[config.mk]
export PLATFORM = sky130hd
export DESIGN_NAME = queued_spi_master
export DESIGN_NICKNAME = d
export VERILOG_FILES = /design/src/rtl/qspi_pkg.sv /design/src/rtl/qspi_baud.sv /design/src/rtl/qspi_shifter.sv /design/src/rtl/queued_spi_master.sv
export SDC_FILE = /design/constraint.sdc
export NUM_CORES = 1
export LEC_CHECK = 0
export ABC_AREA = 0
export BUFFER_PORTS_ARGS = -buffer_cell sky130_fd_sc_hd__clkbuf_2
export CORE_ASPECT_RATIO = 1.75
export CORE_MARGIN = 2
export CORE_UTILIZATION = 60
export DETAILED_ROUTE_END_ITERATION = 8
export PLACE_DENSITY = 0.79
export SLEW_MARGIN = 20
export SYNTH_ARGS = -nofsm -noshare
export SYNTH_HDL_FRONTEND = slang
export SYNTH_HIERARCHICAL = 1
export SYNTH_SLANG_ARGS = --single-unit
[constraint.sdc]
create_clock -name clk -period 9 [get_ports clk]
set_input_delay 0 -clock clk [delete_from_list [all_inputs] [get_ports clk]]
set_output_delay 0 -clock clk [all_outputs]
set_load 0.01 [all_outputs]
[src/rtl/qspi_pkg.sv]
package qspi_pkg;

    typedef enum logic [2:0] {
        SQ_IDLE,
        SQ_LOAD,
        SQ_SHIFT,
        SQ_STORE,
        SQ_GAP,
        SQ_FINISH
    } seq_state_t;

    typedef enum logic {
        SH_IDLE,
        SH_RUN
    } sh_state_t;

    // host register offsets
    localparam logic [2:0] REG_MODE   = 3'd0;
    localparam logic [2:0] REG_CTRL   = 3'd1;
    localparam logic [2:0] REG_WRAP   = 3'd2;
    localparam logic [2:0] REG_STATUS = 3'd3;
    localparam logic [2:0] REG_ADDR   = 3'd4;
    localparam logic [2:0] REG_DATA   = 3'd5;

    // queue regions
    localparam logic [1:0] RGN_TX  = 2'd0;
    localparam logic [1:0] RGN_RX  = 2'd1;
    localparam logic [1:0] RGN_CMD = 2'd2;

    // field positions
    localparam int MODE_CPHA   = 8;
    localparam int MODE_CPOL   = 9;
    localparam int MODE_BITS_L = 10;
    localparam int MODE_MSTR   = 15;
    localparam int CTRL_RUN    = 15;
    localparam int WRAP_CSIV   = 4;
    localparam int CMD_BITSE   = 4;
    localparam int CMD_HOLD    = 5;

endpackage

[src/rtl/qspi_baud.sv]
module qspi_baud #(
    parameter int DIV_W = 8
) (
    input  logic             clk,
    input  logic             rst_n,
    input  logic             en,
    input  logic [DIV_W-1:0] div,
    output logic             tick
);
    logic [DIV_W-1:0] half;
    logic [DIV_W-1:0] cnt_q;

    assign half = (div < DIV_W'(2)) ? DIV_W'(2) : div;
    assign tick = en && (cnt_q == half - DIV_W'(1));

    always_ff @(posedge clk or negedge rst_n) begin
        if (!rst_n) begin
            cnt_q <= '0;
        end else if (!en || tick) begin
            cnt_q <= '0;
        end else begin
            cnt_q <= cnt_q + DIV_W'(1);
        end
    end
endmodule

[src/rtl/qspi_shifter.sv]
module qspi_shifter
    import qspi_pkg::*;
#(
    parameter int W     = 16,
    parameter int CNT_W = $clog2(W) + 1
) (
    input  logic             clk,
    input  logic             rst_n,
    input  logic             start,
    input  logic             tick,
    input  logic             cpol,
    input  logic             cpha,
    input  logic [CNT_W-1:0] nbits,
    input  logic [W-1:0]     tx,
    input  logic             miso,
    output logic             sck,
    output logic             mosi,
    output logic [W-1:0]     rx,
    output logic             done
);
    localparam int E_W = CNT_W + 1;

    sh_state_t        st_q, st_d;
    logic [W-1:0]     sr_q;
    logic [W-1:0]     rx_q;
    logic [CNT_W-1:0] n_q;
    logic [E_W-1:0]   edge_q;
    logic             tgl_q;
    logic             done_q;
    logic             lead;
    logic             last_edge;
    logic             do_sample;
    logic             do_shift;

    assign lead      = ~edge_q[0];
    assign last_edge = (edge_q == ({n_q, 1'b0} - {{CNT_W{1'b0}}, 1'b1}));
    assign do_sample = cpha ? !lead : lead;
    assign do_shift  = cpha ? (lead && (edge_q != '0)) : !lead;

    always_comb begin
        st_d = st_q;
        unique case (st_q)
            SH_IDLE: if (start) st_d = SH_RUN;
            SH_RUN:  if (tick && last_edge) st_d = SH_IDLE;
            default: st_d = SH_IDLE;
        endcase
    end

    always_ff @(posedge clk or negedge rst_n) begin
        if (!rst_n) st_q <= SH_IDLE;
        else        st_q <= st_d;
    end

    always_ff @(posedge clk or negedge rst_n) begin
        if (!rst_n) begin
            sr_q   <= '0;
            rx_q   <= '0;
            n_q    <= '0;
            edge_q <= '0;
            tgl_q  <= 1'b0;
            done_q <= 1'b0;
        end else begin
            done_q <= 1'b0;
            if (st_q == SH_IDLE && start) begin
                sr_q   <= tx << (CNT_W'(W) - nbits);
                rx_q   <= '0;
                n_q    <= nbits;
                edge_q <= '0;
                tgl_q  <= 1'b0;
            end else if (st_q == SH_RUN && tick) begin
                tgl_q  <= ~tgl_q;
                edge_q <= edge_q + E_W'(1);
                if (do_sample) rx_q <= {rx_q[W-2:0], miso};
                if (do_shift)  sr_q <= {sr_q[W-2:0], 1'b0};
                if (last_edge) done_q <= 1'b1;
            end
        end
    end

    assign sck  = cpol ^ tgl_q;
    assign mosi = sr_q[W-1];
    assign rx   = rx_q;
    assign done = done_q;
endmodule

[src/rtl/queued_spi_master.sv]
module queued_spi_master
    import qspi_pkg::*;
#(
    parameter int DEPTH  = 16,
    parameter int WORD_W = 16,
    parameter int NCS    = 4,
    parameter int BAUD_W = 8
) (
    input  logic              clk,
    input  logic              rst_n,
    input  logic              host_sel,
    input  logic              host_wr,
    input  logic [2:0]        host_addr,
    input  logic [WORD_W-1:0] host_wdata,
    output logic [WORD_W-1:0] host_rdata,
    output logic              sck,
    output logic              mosi,
    input  logic              miso,
    output logic [NCS-1:0]    cs_o
);
    localparam int IDX_W = $clog2(DEPTH);
    localparam int CNT_W = $clog2(WORD_W) + 1;
    localparam int CMD_W = NCS + 2;

    // host-visible state
    logic [WORD_W-1:0] mode_q;
    logic              run_q;
    logic [IDX_W-1:0]  endq_q;
    logic              csiv_q;
    logic              done_q;
    logic [1:0]        rgn_q;
    logic [IDX_W-1:0]  hidx_q;

    // queue storage
    logic [WORD_W-1:0] tx_mem  [DEPTH];
    logic [WORD_W-1:0] rx_mem  [DEPTH];
    logic [CMD_W-1:0]  cmd_mem [DEPTH];

    // sequencer
    seq_state_t        state_q, state_d;
    logic [IDX_W-1:0]  idx_q;
    logic [NCS-1:0]    active_q;
    logic [CMD_W-1:0]  cur_cmd;
    logic              last;
    logic [CNT_W-1:0]  ent_bits;
    logic [3:0]        bits_fld;

    // engine links
    logic              baud_en;
    logic              baud_tick;
    logic              sh_start;
    logic              sh_done;
    logic [WORD_W-1:0] sh_rx;

    logic wr_en;
    logic data_acc;

    assign wr_en    = host_sel && host_wr;
    assign data_acc = host_sel && (host_addr == REG_DATA);

    assign cur_cmd  = cmd_mem[idx_q];
    assign last     = (idx_q == endq_q);
    assign bits_fld = mode_q[MODE_BITS_L +: 4];
    assign ent_bits = cur_cmd[CMD_BITSE]
                    ? ((bits_fld == 4'd0) ? CNT_W'(WORD_W) : CNT_W'(bits_fld))
                    : CNT_W'(8);
    assign sh_start = (state_q == SQ_LOAD);
    assign baud_en  = (state_q == SQ_SHIFT) || (state_q == SQ_GAP);

    // ---------------- host register file ----------------
    always_ff @(posedge clk or negedge rst_n) begin
        if (!rst_n) begin
            mode_q <= '0;
            run_q  <= 1'b0;
            endq_q <= '0;
            csiv_q <= 1'b0;
            done_q <= 1'b0;
            rgn_q  <= RGN_TX;
            hidx_q <= '0;
        end else begin
            if (wr_en && host_addr == REG_MODE) mode_q <= host_wdata;
            if (wr_en && host_addr == REG_WRAP) begin
                endq_q <= host_wdata[IDX_W-1:0];
                csiv_q <= host_wdata[WRAP_CSIV];
            end
            if (state_q == SQ_FINISH) begin
                run_q <= 1'b0;
            end else if (wr_en && host_addr == REG_CTRL && host_wdata[CTRL_RUN]
                         && mode_q[MODE_MSTR] && state_q == SQ_IDLE) begin
                run_q <= 1'b1;
            end
            // completion beats a same-cycle clear
            if (state_q == SQ_FINISH) begin
                done_q <= 1'b1;
            end else if (wr_en && host_addr == REG_STATUS && host_wdata[0]) begin
                done_q <= 1'b0;
            end
            if (wr_en && host_addr == REG_ADDR) begin
                rgn_q  <= host_wdata[5:4];
                hidx_q <= host_wdata[IDX_W-1:0];
            end else if (data_acc) begin
                hidx_q <= hidx_q + 1'b1;
            end
        end
    end

    // ---------------- queue memories ----------------
    always_ff @(posedge clk) begin
        if (wr_en && host_addr == REG_DATA && rgn_q == RGN_TX)
            tx_mem[hidx_q] <= host_wdata;
        if (wr_en && host_addr == REG_DATA && rgn_q == RGN_CMD)
            cmd_mem[hidx_q] <= host_wdata[CMD_W-1:0];
        if (state_q == SQ_STORE)
            rx_mem[idx_q] <= sh_rx;
    end

    // ---------------- read mux ----------------
    always_comb begin
        host_rdata = '0;
        unique case (host_addr)
            REG_MODE:   host_rdata = mode_q;
            REG_CTRL:   host_rdata[CTRL_RUN] = run_q;
            REG_WRAP: begin
                host_rdata[IDX_W-1:0] = endq_q;
                host_rdata[WRAP_CSIV] = csiv_q;
            end
            REG_STATUS: host_rdata[0] = done_q;
            REG_ADDR: begin
                host_rdata[5:4]       = rgn_q;
                host_rdata[IDX_W-1:0] = hidx_q;
            end
            REG_DATA: begin
                if (rgn_q == RGN_TX)       host_rdata = tx_mem[hidx_q];
                else if (rgn_q == RGN_RX)  host_rdata = rx_mem[hidx_q];
                else if (rgn_q == RGN_CMD) host_rdata = WORD_W'(cmd_mem[hidx_q]);
            end
            default: host_rdata = '0;
        endcase
    end

    // ---------------- sequencer: next state ----------------
    always_comb begin
        state_d = state_q;
        unique case (state_q)
            SQ_IDLE:   if (run_q) state_d = SQ_LOAD;
            SQ_LOAD:   state_d = SQ_SHIFT;
            SQ_SHIFT:  if (sh_done) state_d = SQ_STORE;
            SQ_STORE: begin
                if (last)                    state_d = SQ_FINISH;
                else if (cur_cmd[CMD_HOLD])  state_d = SQ_LOAD;
                else                         state_d = SQ_GAP;
            end
            SQ_GAP:    if (baud_tick) state_d = SQ_LOAD;
            SQ_FINISH: state_d = SQ_IDLE;
            default:   state_d = SQ_IDLE;
        endcase
    end

    // ---------------- sequencer: state register ----------------
    always_ff @(posedge clk or negedge rst_n) begin
        if (!rst_n) state_q <= SQ_IDLE;
        else        state_q <= state_d;
    end

    // ---------------- sequencer: outputs ----------------
    always_ff @(posedge clk or negedge rst_n) begin
        if (!rst_n) begin
            idx_q    <= '0;
            active_q <= '0;
        end else begin
            unique case (state_q)
                SQ_IDLE:  idx_q <= '0;
                SQ_LOAD:  active_q <= cur_cmd[NCS-1:0];
                SQ_STORE: begin
                    if (!last) idx_q <= idx_q + 1'b1;
                    if (last || !cur_cmd[CMD_HOLD]) active_q <= '0;
                end
                default: ;
            endcase
        end
    end

    assign cs_o = {NCS{csiv_q}} ^ active_q;

    qspi_baud #(.DIV_W(BAUD_W)) u_baud (
        .clk   (clk),
        .rst_n (rst_n),
        .en    (baud_en),
        .div   (mode_q[BAUD_W-1:0]),
        .tick  (baud_tick)
    );

    qspi_shifter #(.W(WORD_W), .CNT_W(CNT_W)) u_shift (
        .clk   (clk),
        .rst_n (rst_n),
        .start (sh_start),
        .tick  (baud_tick),
        .cpol  (mode_q[MODE_CPOL]),
        .cpha  (mode_q[MODE_CPHA]),
        .nbits (ent_bits),
        .tx    (tx_mem[idx_q]),
        .miso  (miso),
        .sck   (sck),
        .mosi  (mosi),
        .rx    (sh_rx),
        .done  (sh_done)
    );
endmodule

# Yosys cells after proc, flatten, opt, wreduce, memory -nomap -nowiden
# Memory sizes are Yosys's and may differ from the RTL's.
# Cells that the tools add are included.
# classes
eq_ne,20
n_reduce_logical,42
magnitude_cmp,1
add_sub_neg,7
n_mux,52
n_bitwise,5
shift,1
# op_table
operator,count
2-to-1 mux 16 bit,8
logical AND 1 bit,19
2-to-1 mux 1 bit,19
2-to-1 mux 6 bit,3
case mux 9 bit (2 select lines),1
2-to-1 mux 4 bit,4
2-to-1 mux 8 bit,2
case mux 4 bit (2 select lines),2
case mux 4 bit (4 select lines),1
nonzero test 2 bit,8
left shift 16 x 5 -> 16 bit,1
2-to-1 mux 3 bit,5
case mux 3 bit (5 select lines),1
"equality test 3 x 2 -> 1 bit, second input constant",4
"equality test 3 bit, second input constant",4
2-to-1 mux 5 bit,2
"adder 4 x 1 -> 4 bit, second input constant",2
"adder 8 x 1 -> 8 bit, second input constant",1
equality test 8 bit,1
"< comparator 8 x 2 -> 1 bit, second input constant",1
AND reduction 2 bit,4
"subtractor 8 x 1 -> 8 bit, second input constant",1
"adder 6 x 1 -> 6 bit, second input constant",1
"equality test 3 x 1 -> 1 bit, second input constant",2
21 further kinds,31
# word_totals
in_bits,24
ramBits,608
n_memories,3
register_bits,94
out_inout_bits,22
# mem_list
name,words,width,rd,rd_ports_with_merged_regs,wr,line_no,rtl
rx_mem,16,16,1,0,1,queued_spi_master.sv:36,logic [WORD_W-1:0] rx_mem [DEPTH];
tx_mem,16,16,2,0,1,queued_spi_master.sv:35,logic [WORD_W-1:0] tx_mem [DEPTH];
cmd_mem,16,6,2,0,1,queued_spi_master.sv:37,logic [CMD_W-1:0] cmd_mem [DEPTH];

# Depth between registers and ports, before layout
# Gate-level depths: netlist of run 1.
# depth
ltp_word,8
depth_mapped,17

# Hierarchy
# Netlist of run 1, hierarchy kept.
# modules_own_cells
mod,area_each_um2,cells_per_inst,n_inst
queued_spi_master,28407.2,1423,1
qspi_shifter,2742.6,306,1
qspi_baud,706.9,76,1

# Worst setup path after synthesis of run 1
# Ideal clock, no wire load.
# synth_path
kind,reg2reg
start,register idx_q[0]
end,register u_shift.sr_q[12]
path_slack_ns,5.330
stages_incl_launch_ff,14
required_ns,8.874
setup_ns,0.126
arrival_ns,3.543
n_path_buf,3
period_less_slack_ns,3.670
cell_sequence,dfrtp_1 buf_4 mux4_2 mux4_2 and2_1 buf_4 buf_4 inv_1 ha_1 nor3b_1 xor2_1 nand3b_1 and3b_1 o32a_1
# synth_between
elab_chain_len,5
word_cells_on_any_way,6
cone_classes,add/sub: 1; shift: 1; mux: 2; memory: 2
# synth_rtl
item,line_no,rtl
"start, declared",queued_spi_master.sv:41,logic [IDX_W-1:0] idx_q;
"start signal, assigned",queued_spi_master.sv:175,if (!last) idx_q <= idx_q + 1'b1;
memory (16 x 6 bit),--,
2-to-1 mux 5 bit,queued_spi_master.sv:65,? ((bits_fld == 4'd0) ? CNT_W'(WORD_W) : CNT_W'(bits_fld))
net ent_bits[0],queued_spi_master.sv:45,logic [CNT_W-1:0] ent_bits;
subtractor 5 bit,qspi_shifter.sv:65,sr_q <= tx << (CNT_W'(W) - nbits);
left shift 16 x 5 -> 16 bit,qspi_shifter.sv:65,
2-to-1 mux 16 bit,qspi_shifter.sv:64,if (st_q == SH_IDLE && start) begin
"end signal, assigned",qspi_shifter.sv:65,
"end signal, assigned",qspi_shifter.sv:74,"if (do_shift) sr_q <= {sr_q[W-2:0], 1'b0};"
"end, declared",qspi_shifter.sv:24,logic [W-1:0] sr_q;
# The timed path passes the listed nets, and every way through them passes these cells.
# A chain may end at the register's enable or synchronous reset.

# Worst setup path after layout of run 1
# layout_path
start,register idx_q[1]
end,register u_shift.sr_q[12]
# Same word-level chain as after synthesis.

==> reports/metrics.cfg, run 1 <==
[logic_synthesis]
ys_seq_elements = 702
yosys.cell_count.top_type = sky130_fd_sc_hd__edfxtp_1
yosysWarningCount = 6
share_of_synthesized_cell_area_in_and_or_nand_and_nor_gates = 0.0534
post_synth_fa_ha_maj_area_fraction = 0.00550
post_synth_num_cell_types = 79
synth_enable_flop_cells = 608
ys_top_cells_by_count = sky130_fd_sc_hd__edfxtp_1, sky130_fd_sc_hd__mux4_2, sky130_fd_sc_hd__nand2_1, sky130_fd_sc_hd__dfrtp_1, sky130_fd_sc_hd__nor2_1
post_synth_mux_area_share = 0.222
mappedNetlistNets = 1843
ys_seq_area_frac = 0.647
post_synth.cell_area_avg_um2 = 17.6
synth-async-reset-ratio = 0.134
synth.top_cells.by_area = sky130_fd_sc_hd__edfxtp_1, sky130_fd_sc_hd__mux4_2, sky130_fd_sc_hd__dfrtp_1
synth_compound_area_frac = 0.0430
synthCells = 1805
post-synth-top-area-fraction = 0.573
yosys.area_share.xor_xnor = 0.00958
synth_largest_area_cell = sky130_fd_sc_hd__edfxtp_1
netlist_area_mm2 = 0.0319
synth_top_family_by_area = multiplexers
ys.flop_type = sky130_fd_sc_hd__edfxtp_1

[cts]
tritoncts = built
clock-root-buffer = sky130_fd_sc_hd__clkbuf_16
clk-insertion-delay-late_ns = 0.64
clkSlewWorstSetupHoldPaths_ns = 0.07
tritoncts_sink_count = 702
htree_num_levels = 2
cts.path.max_buffers = 3
cts_inserted_buffers = 60

[timing]
final_hold_viol_count = 0
min_period_over_period = 0.515
setup_total_negative_slack_ns = 0
setup_viol = 0
period_needed_ns = 4.63
setup_repair_after_global_routing_missed_its_margin = false
timing.final.max_slew_violations = 0
finalClockSkew_ns = 0.0179
tightest_slew_ns = 1.10
maxSlewHeadroom = 0.263
fmax_mhz = 216

[critical_path]
critical_path.max_fanout = 42
critical_path.startpoint_type = register
ff2ff_setup_slack_ns = 4.37
critical_path.endpoint_type = register
worstPathArrival_ns = 5.16
worst-setup-path-type = register to register
required_time_reported_for_the_critical_path_endpoint_ns = 9.53

[floorplanning]
initial_core_util = 0.607
placementRows = 111
core-area_mm2 = 0.0525
num_io_pins = 46
fp.dieArea_mm2 = 0.0550
die-width_um = 178
fp.dieH_um = 309

[pwr]
pwr-share-clk = 0.315
p_per_area_mw_per_mm2 = 244
p_comb_frac = 0.230
pwr-share-seq = 0.455
netSwitchingPower_w = 0.00245
p_int_w = 0.00609
ir_worst_vdd_v = 0.000248
power.switching_fraction = 0.287
post-layout-total-power_w = 0.00855
power.leakage_nw = 11.7

[detailed_routing]
total_wirelength_of_the_detailed_routed_design_mm = 83.2
dr.first_iter.drc_count = 2273
antenna_violating_nets_post_route = 0
num_vias = 18400
wl_per_cell_um = 32.1
viasPerCell = 7.10
drc = 0
drtPass1Iterations = 6

[placement]
gp_congestion = 0.922
numPlacedInstances = 2460
place.port_buffers = 45
post-dp-hpwl_mm = 51.6
dpl_cell_area_mm2 = 0.0328

[run_status]
run_status = completed

[finish]
design_area_mm2 = 0.0351
finalCoreUtilization = 0.668
final_nets = 1900
instances_no_fill = 2592
syn_to_final_growth_pct = 10.1
inserted_diodes = 0
drive_gt1_frac = 0.285

[min_path]
worstHoldPathType = primary input to register

[grt]
grt_pass1_wl_mm = 123
grt_util_all_layers = 0.312
grt_overflow_total = 0
grt_start_max_net_pins = 72
initial_antenna_violation_count = 2
via_count_of_the_first_global_routing_pass = 19142

[job]
drv_cap = 0

-- layout by cell type, fill, tap and decap left out, drive strengths merged, types with 28 or more instances in the layout --
| master | count |
|---|---|
| edfxtp | 608 |
| mux4 | 263 |
| clkbuf | 125 |
| nand2 | 113 |
| dfrtp | 94 |
| nor2 | 92 |
| mux2i | 82 |
| a21oi | 50 |
| buf | 48 |
| o21ai | 36 |
| nand3 | 30 |
| o22ai | 29 |
| mux2 | 28 |
-- layer usage --
metal,track usage,share of wire
met5,0,0.00032
met4,0.190,0.071
met3,0.0568,0.084
met2,0.530,0.52
met1,0.370,0.33
-- path summary, 6_finish.rpt --
| check | start | to | cells past startpoint |
|---|---|---|---|
| setup / recovery | idx_q[1] | u_shift/sr_q[12] | 10 |
| hold / removal | host_wr | endq_q[1] | 4 |
| setup reg to reg | idx_q[1] | u_shift/sr_q[12] | 10 |
| hold reg to reg | u_shift/n_q[4] | u_shift/n_q[4] | 2 |
| max in group asynchronous | rst_n | idx_q[1] | 4 |
| min in group asynchronous | rst_n | u_shift/sr_q[9] | 4 |
-- worst max-delay path, cell delays in order, from the launching register on --
cell and delay, ns:
sky130_fd_sc_hd__dfrtp_4 0.85, sky130_fd_sc_hd__mux4_2 0.34, sky130_fd_sc_hd__mux4_2 0.28, sky130_fd_sc_hd__and2_1 0.80, sky130_fd_sc_hd__inv_1 0.14, sky130_fd_sc_hd__ha_1 0.33, sky130_fd_sc_hd__xnor2_2 0.69, sky130_fd_sc_hd__mux2i_1 0.21
sky130_fd_sc_hd__or3_1 0.36, sky130_fd_sc_hd__and3b_1 0.17, sky130_fd_sc_hd__o32a_1 0.33
-- registers in the layout (all words and copies together) (netlist names), 3 cells and up --
register,cells
active_q,4
cmd_mem,96
endq_q,4
hidx_q,4
idx_q,4
mode_q,16
rx_mem,256
state_q,3
tx_mem,256
u_baud/cnt_q,8
u_shift/edge_q,6
u_shift/n_q,5
u_shift/rx,16
u_shift/sr_q,16
-- per-stage QoR --
step | setup slack, ns | hold WS, ns
after floorplan | 5.33 | -0.296
after global placement | 4.37 | -0.0340
after detailed placement | 4.32 | -0.0270
final | 4.37 | 0.0544
after global routing | 4.08 | 0.0520
after CTS | 4.30 | 0.0305
-- cell type report --
cell class                 instances  area, um^2
multi-input combinational        974       10700
clock inverter                    33         385
clock buffer                      81        1660
tap                              678         848
inverter                          15        56.3
sequential                       702       20600
fill                            3355       17400
timing repair buffer             109         763
-- power by group through the flow --
stage               clock network [W]  logic [W]  registers, W
floorplan                           0    0.00158       0.00380
global placement                    0    0.00191       0.00395
detailed placement                  0    0.00193       0.00396
CTS                           0.00272    0.00196       0.00389
global route                  0.00283    0.00209       0.00391
finish                        0.00269    0.00196       0.00389
-- cell families after synthesis --
kind of cell               Yosys count
and+or+nand+nor                    353
xor gates and xnor gates            34
muxes                              373
AOI/OAI and AO/OA                  200
buffers and inverters              129
adders and majority gates           14
DFF                                702
-- repair_timing --
action                                  CTS  global route
buffers inserted                          0             0
hold buffers                             18             0
gates resized for setup                   0             0
endpoints found under the setup margin    0             0
hold endpoints to repair                197             0
Note: power is estimated with default switching activity, not from simulation.
==> run 2, diff against run 1 <==
==> constraint.sdc (replaced) <==
create_clock -name clk -period 4.5 [get_ports clk]
set_input_delay 0 -clock clk [delete_from_list [all_inputs] [get_ports clk]]
set_output_delay 0 -clock clk [all_outputs]
set_load 0.01 [all_outputs]
==> run 2 against run 1 <==
Largest power group unchanged. Clock-buffer cell count is the same. Sequential share of layout area down 0.25 points. First-iteration DRC count shrank 12%. Routed wire length is 3.1% higher. Cell area up 0.42%. Worst hold slack gained 0.0099 ns. Die area unchanged. Setup slack got worse by 3.9 ns. Register-to-register slack worse by 3.9 ns. Global-route usage increased by 0.91 points.
==> reports/metrics.cfg, run 2 (same netlist as run 1, synthesis figures left out) <==
[timing]
maxSlewHeadroom = 0.222  ; was 0.263
timing.final.max_slew_violations = 0  ; unchanged
setup_viol = 0  ; unchanged
final.setup.worst_slack_ns = 0.470  ; was 4.37 ns
period_needed_ns = 4.03  ; was 4.63 ns
setup_repair_after_global_routing_missed_its_margin = false  ; unchanged
fmax_mhz = 248  ; was 216 MHz
finalClockSkew_ns = 0.0366  ; was 0.0179 ns
min_period_over_period = 0.896  ; was 0.515
final_hold_viol_count = 0  ; unchanged
tightest_slew_ns = 1.17  ; was 1.10 ns
setup_total_negative_slack_ns = 0  ; unchanged

[grt]
grt_start_max_net_pins = 73  ; was 72
initial_antenna_violation_count = 1  ; was 2
grt_util_all_layers = 0.321  ; was 0.312
via_count_of_the_first_global_routing_pass = 19367  ; was 19,142
grt_overflow_total = 0  ; unchanged
grt_pass1_wl_mm = 126  ; was 123 mm

[pwr]
pwr-share-seq = 0.451  ; was 0.455
p_int_w = 0.0123  ; was 0.00609 W
post-layout-total-power_w = 0.0173  ; was 0.00855 W
ir_worst_vdd_v = 0.000367  ; was 0.000248 V
power.switching_fraction = 0.289  ; was 0.287
pwr-share-clk = 0.314  ; was 0.315
p_per_area_mw_per_mm2 = 490  ; was 244 mW/mm^2
netSwitchingPower_w = 0.00500  ; was 0.00245 W
p_comb_frac = 0.235  ; was 0.230
power.leakage_nw = 11.8  ; was 11.7 nW

[min_path]
worstHoldPathType = primary input to register  ; unchanged

[detailed_routing]
drtPass1Iterations = 8  ; was 6
dr.first_iter.drc_count = 2008  ; was 2,273
drc = 0  ; unchanged
wl_per_cell_um = 32.9  ; was 32.1 um
viasPerCell = 7.10  ; about the same
antenna_violating_nets_post_route = 0  ; unchanged
met3_wire_length_mm = 7.32  ; was 6.99 mm
wl_met1_mm = 27.4  ; was 27.3 mm
total_wirelength_of_the_detailed_routed_design_mm = 85.8  ; was 83.2 mm
routed.top_layer = met5  ; unchanged
met2RoutedLength_mm = 43.5  ; was 43.0 mm
num_vias = 18536  ; was 18,400

[cts]
clock-root-buffer = sky130_fd_sc_hd__clkbuf_16  ; unchanged
cts_post_setup_buffers_inserted = 0  ; unchanged
postCtsHoldBufs = 18  ; unchanged
cts_inserted_buffers = 60  ; unchanged
tritoncts = built  ; unchanged
cts.path.max_buffers = 3  ; unchanged
cts_resized = 0  ; unchanged
clk-insertion-delay-late_ns = 0.64  ; about the same
htree_num_levels = 2  ; unchanged
tritoncts_sink_count = 702  ; unchanged
clkSlewWorstSetupHoldPaths_ns = 0.06  ; was 0.07 ns

[finish]
drive_gt1_frac = 0.286  ; was 0.285
final_nets = 1918  ; was 1,900
layout_commonest_cell = sky130_fd_sc_hd__edfxtp_1  ; unchanged
inserted_diodes = 0  ; unchanged
syn_to_final_growth_pct = 10.6  ; was 10.1%
layout_common_cells = sky130_fd_sc_hd__edfxtp_1, sky130_fd_sc_hd__mux4_2, sky130_fd_sc_hd__nand2_1, sky130_fd_sc_hd__dfrtp_1, sky130_fd_sc_hd__mux2i_1  ; unchanged
reg_top3 = rx_mem x256, tx_mem x256, cmd_mem x96  ; unchanged

[floorplanning]
fp.dieH_um = 309  ; unchanged
die-width_um = 178  ; unchanged
num_io_pins = 46  ; unchanged
fp.dieArea_mm2 = 0.0550  ; unchanged
placementRows = 111  ; unchanged
core-area_mm2 = 0.0525  ; unchanged
initial_core_util = 0.607  ; unchanged

[critical_path]
worstPathArrival_ns = 4.58  ; was 5.16 ns
critical_path.endpoint_type = register  ; unchanged
critical_path.max_fanout = 20  ; was 42
critical_path.startpoint_type = register  ; unchanged
worst-setup-path-type = register to register  ; unchanged
required_time_reported_for_the_critical_path_endpoint_ns = 5.05  ; was 9.53 ns

[job]
drv_cap = 0  ; unchanged

[placement]
gp_congestion = 0.919  ; was 0.922
place.port_buffers = 45  ; unchanged
dp_slack_ns = 0.532  ; was 4.32 ns
post-dp-hpwl_mm = 53.5  ; was 51.6 mm

[run_status]
run_status = completed  ; unchanged

## run 2: area by class of cell
class                           instances  area (um^2)
Clock buffer                           81         1610
Clock inverter                         33          448
Fill cell                            3290        17300
Inverter                               15         56.3
Multi-Input combinational cell        974        10700
Sequential cell                       702        20600
Tap cell                              678          848
Timing Repair Buffer                  127          938
## run 2: worst paths after layout
path,depth (start not counted),start,slack [ns],endpoint
setup / recovery,13,mode_q[2],0.47,u_shift/sr_q[14]
hold / removal,4,host_addr[1],0.06,run_q
setup reg to reg,13,mode_q[2],0.47,u_shift/sr_q[14]
hold reg to reg,1,u_shift/sr_q[6],0.50,u_shift/sr_q[6]
max in group asynchronous,4,rst_n,2.38,u_shift/rx[6]
min in group asynchronous,3,rst_n,0.46,u_shift/rx[7]
## run 2: through the flow
| stage | hold WS, ns | cell area (um^2) | utilization | std cells |
|---|---|---|---|---|
| 6_report | 0.0643 | 35200 | 0.671 | 2610 |
| 5_1_grt | 0.146 | 35200 | 0.671 | 2610 |
| 4_1_cts | 0.0235 | 35200 | 0.671 | 2610 |
| 3_5_place_dp | 0.120 | 33000 | 0.628 | 2478 |
| 3_3_place_gp | 0.112 | 33000 | 0.628 | 2478 |
| 2_1_floorplan | -0.296 | 31900 | - | 1805 |
## run 2: power by group through the flow
stage / clock network, W / registers (W) / logic [W]
3_5_place_dp: 0 / 0.00792 / 0.00397
3_3_place_gp: 0 / 0.00791 / 0.00390
4_1_cts: 0.00548 / 0.00779 / 0.00402
5_1_grt: 0.00568 / 0.00784 / 0.00428
2_1_floorplan: 0 / 0.00759 / 0.00315
6_report: 0.00542 / 0.00780 / 0.00406
## run 2: layer usage
metal | vias up | track usage
li1 | 7508 | -
met2 | 1187 | 0.536
met4 | 2 | 0.246
met5 | - | 0
met1 | 9509 | 0.368
met3 | 330 | 0.0572
## run 2: worst max-delay path, stage by stage (launching register included)
cell and delay, ns:
sky130_fd_sc_hd__dfrtp_1 0.50, sky130_fd_sc_hd__nor4_1 0.45, sky130_fd_sc_hd__nand2_1 0.14, sky130_fd_sc_hd__nand2_1 0.09
sky130_fd_sc_hd__ha_1 0.20, sky130_fd_sc_hd__nor3b_1 0.30, sky130_fd_sc_hd__xnor2_1 0.19, sky130_fd_sc_hd__nand4b_2 0.18
sky130_fd_sc_hd__nor4_1 0.28, sky130_fd_sc_hd__and2_1 0.22, sky130_fd_sc_hd__and2_1 0.33, sky130_fd_sc_hd__o311ai_4 0.25
sky130_fd_sc_hd__nand2_1 0.58, sky130_fd_sc_hd__o32a_1 0.26
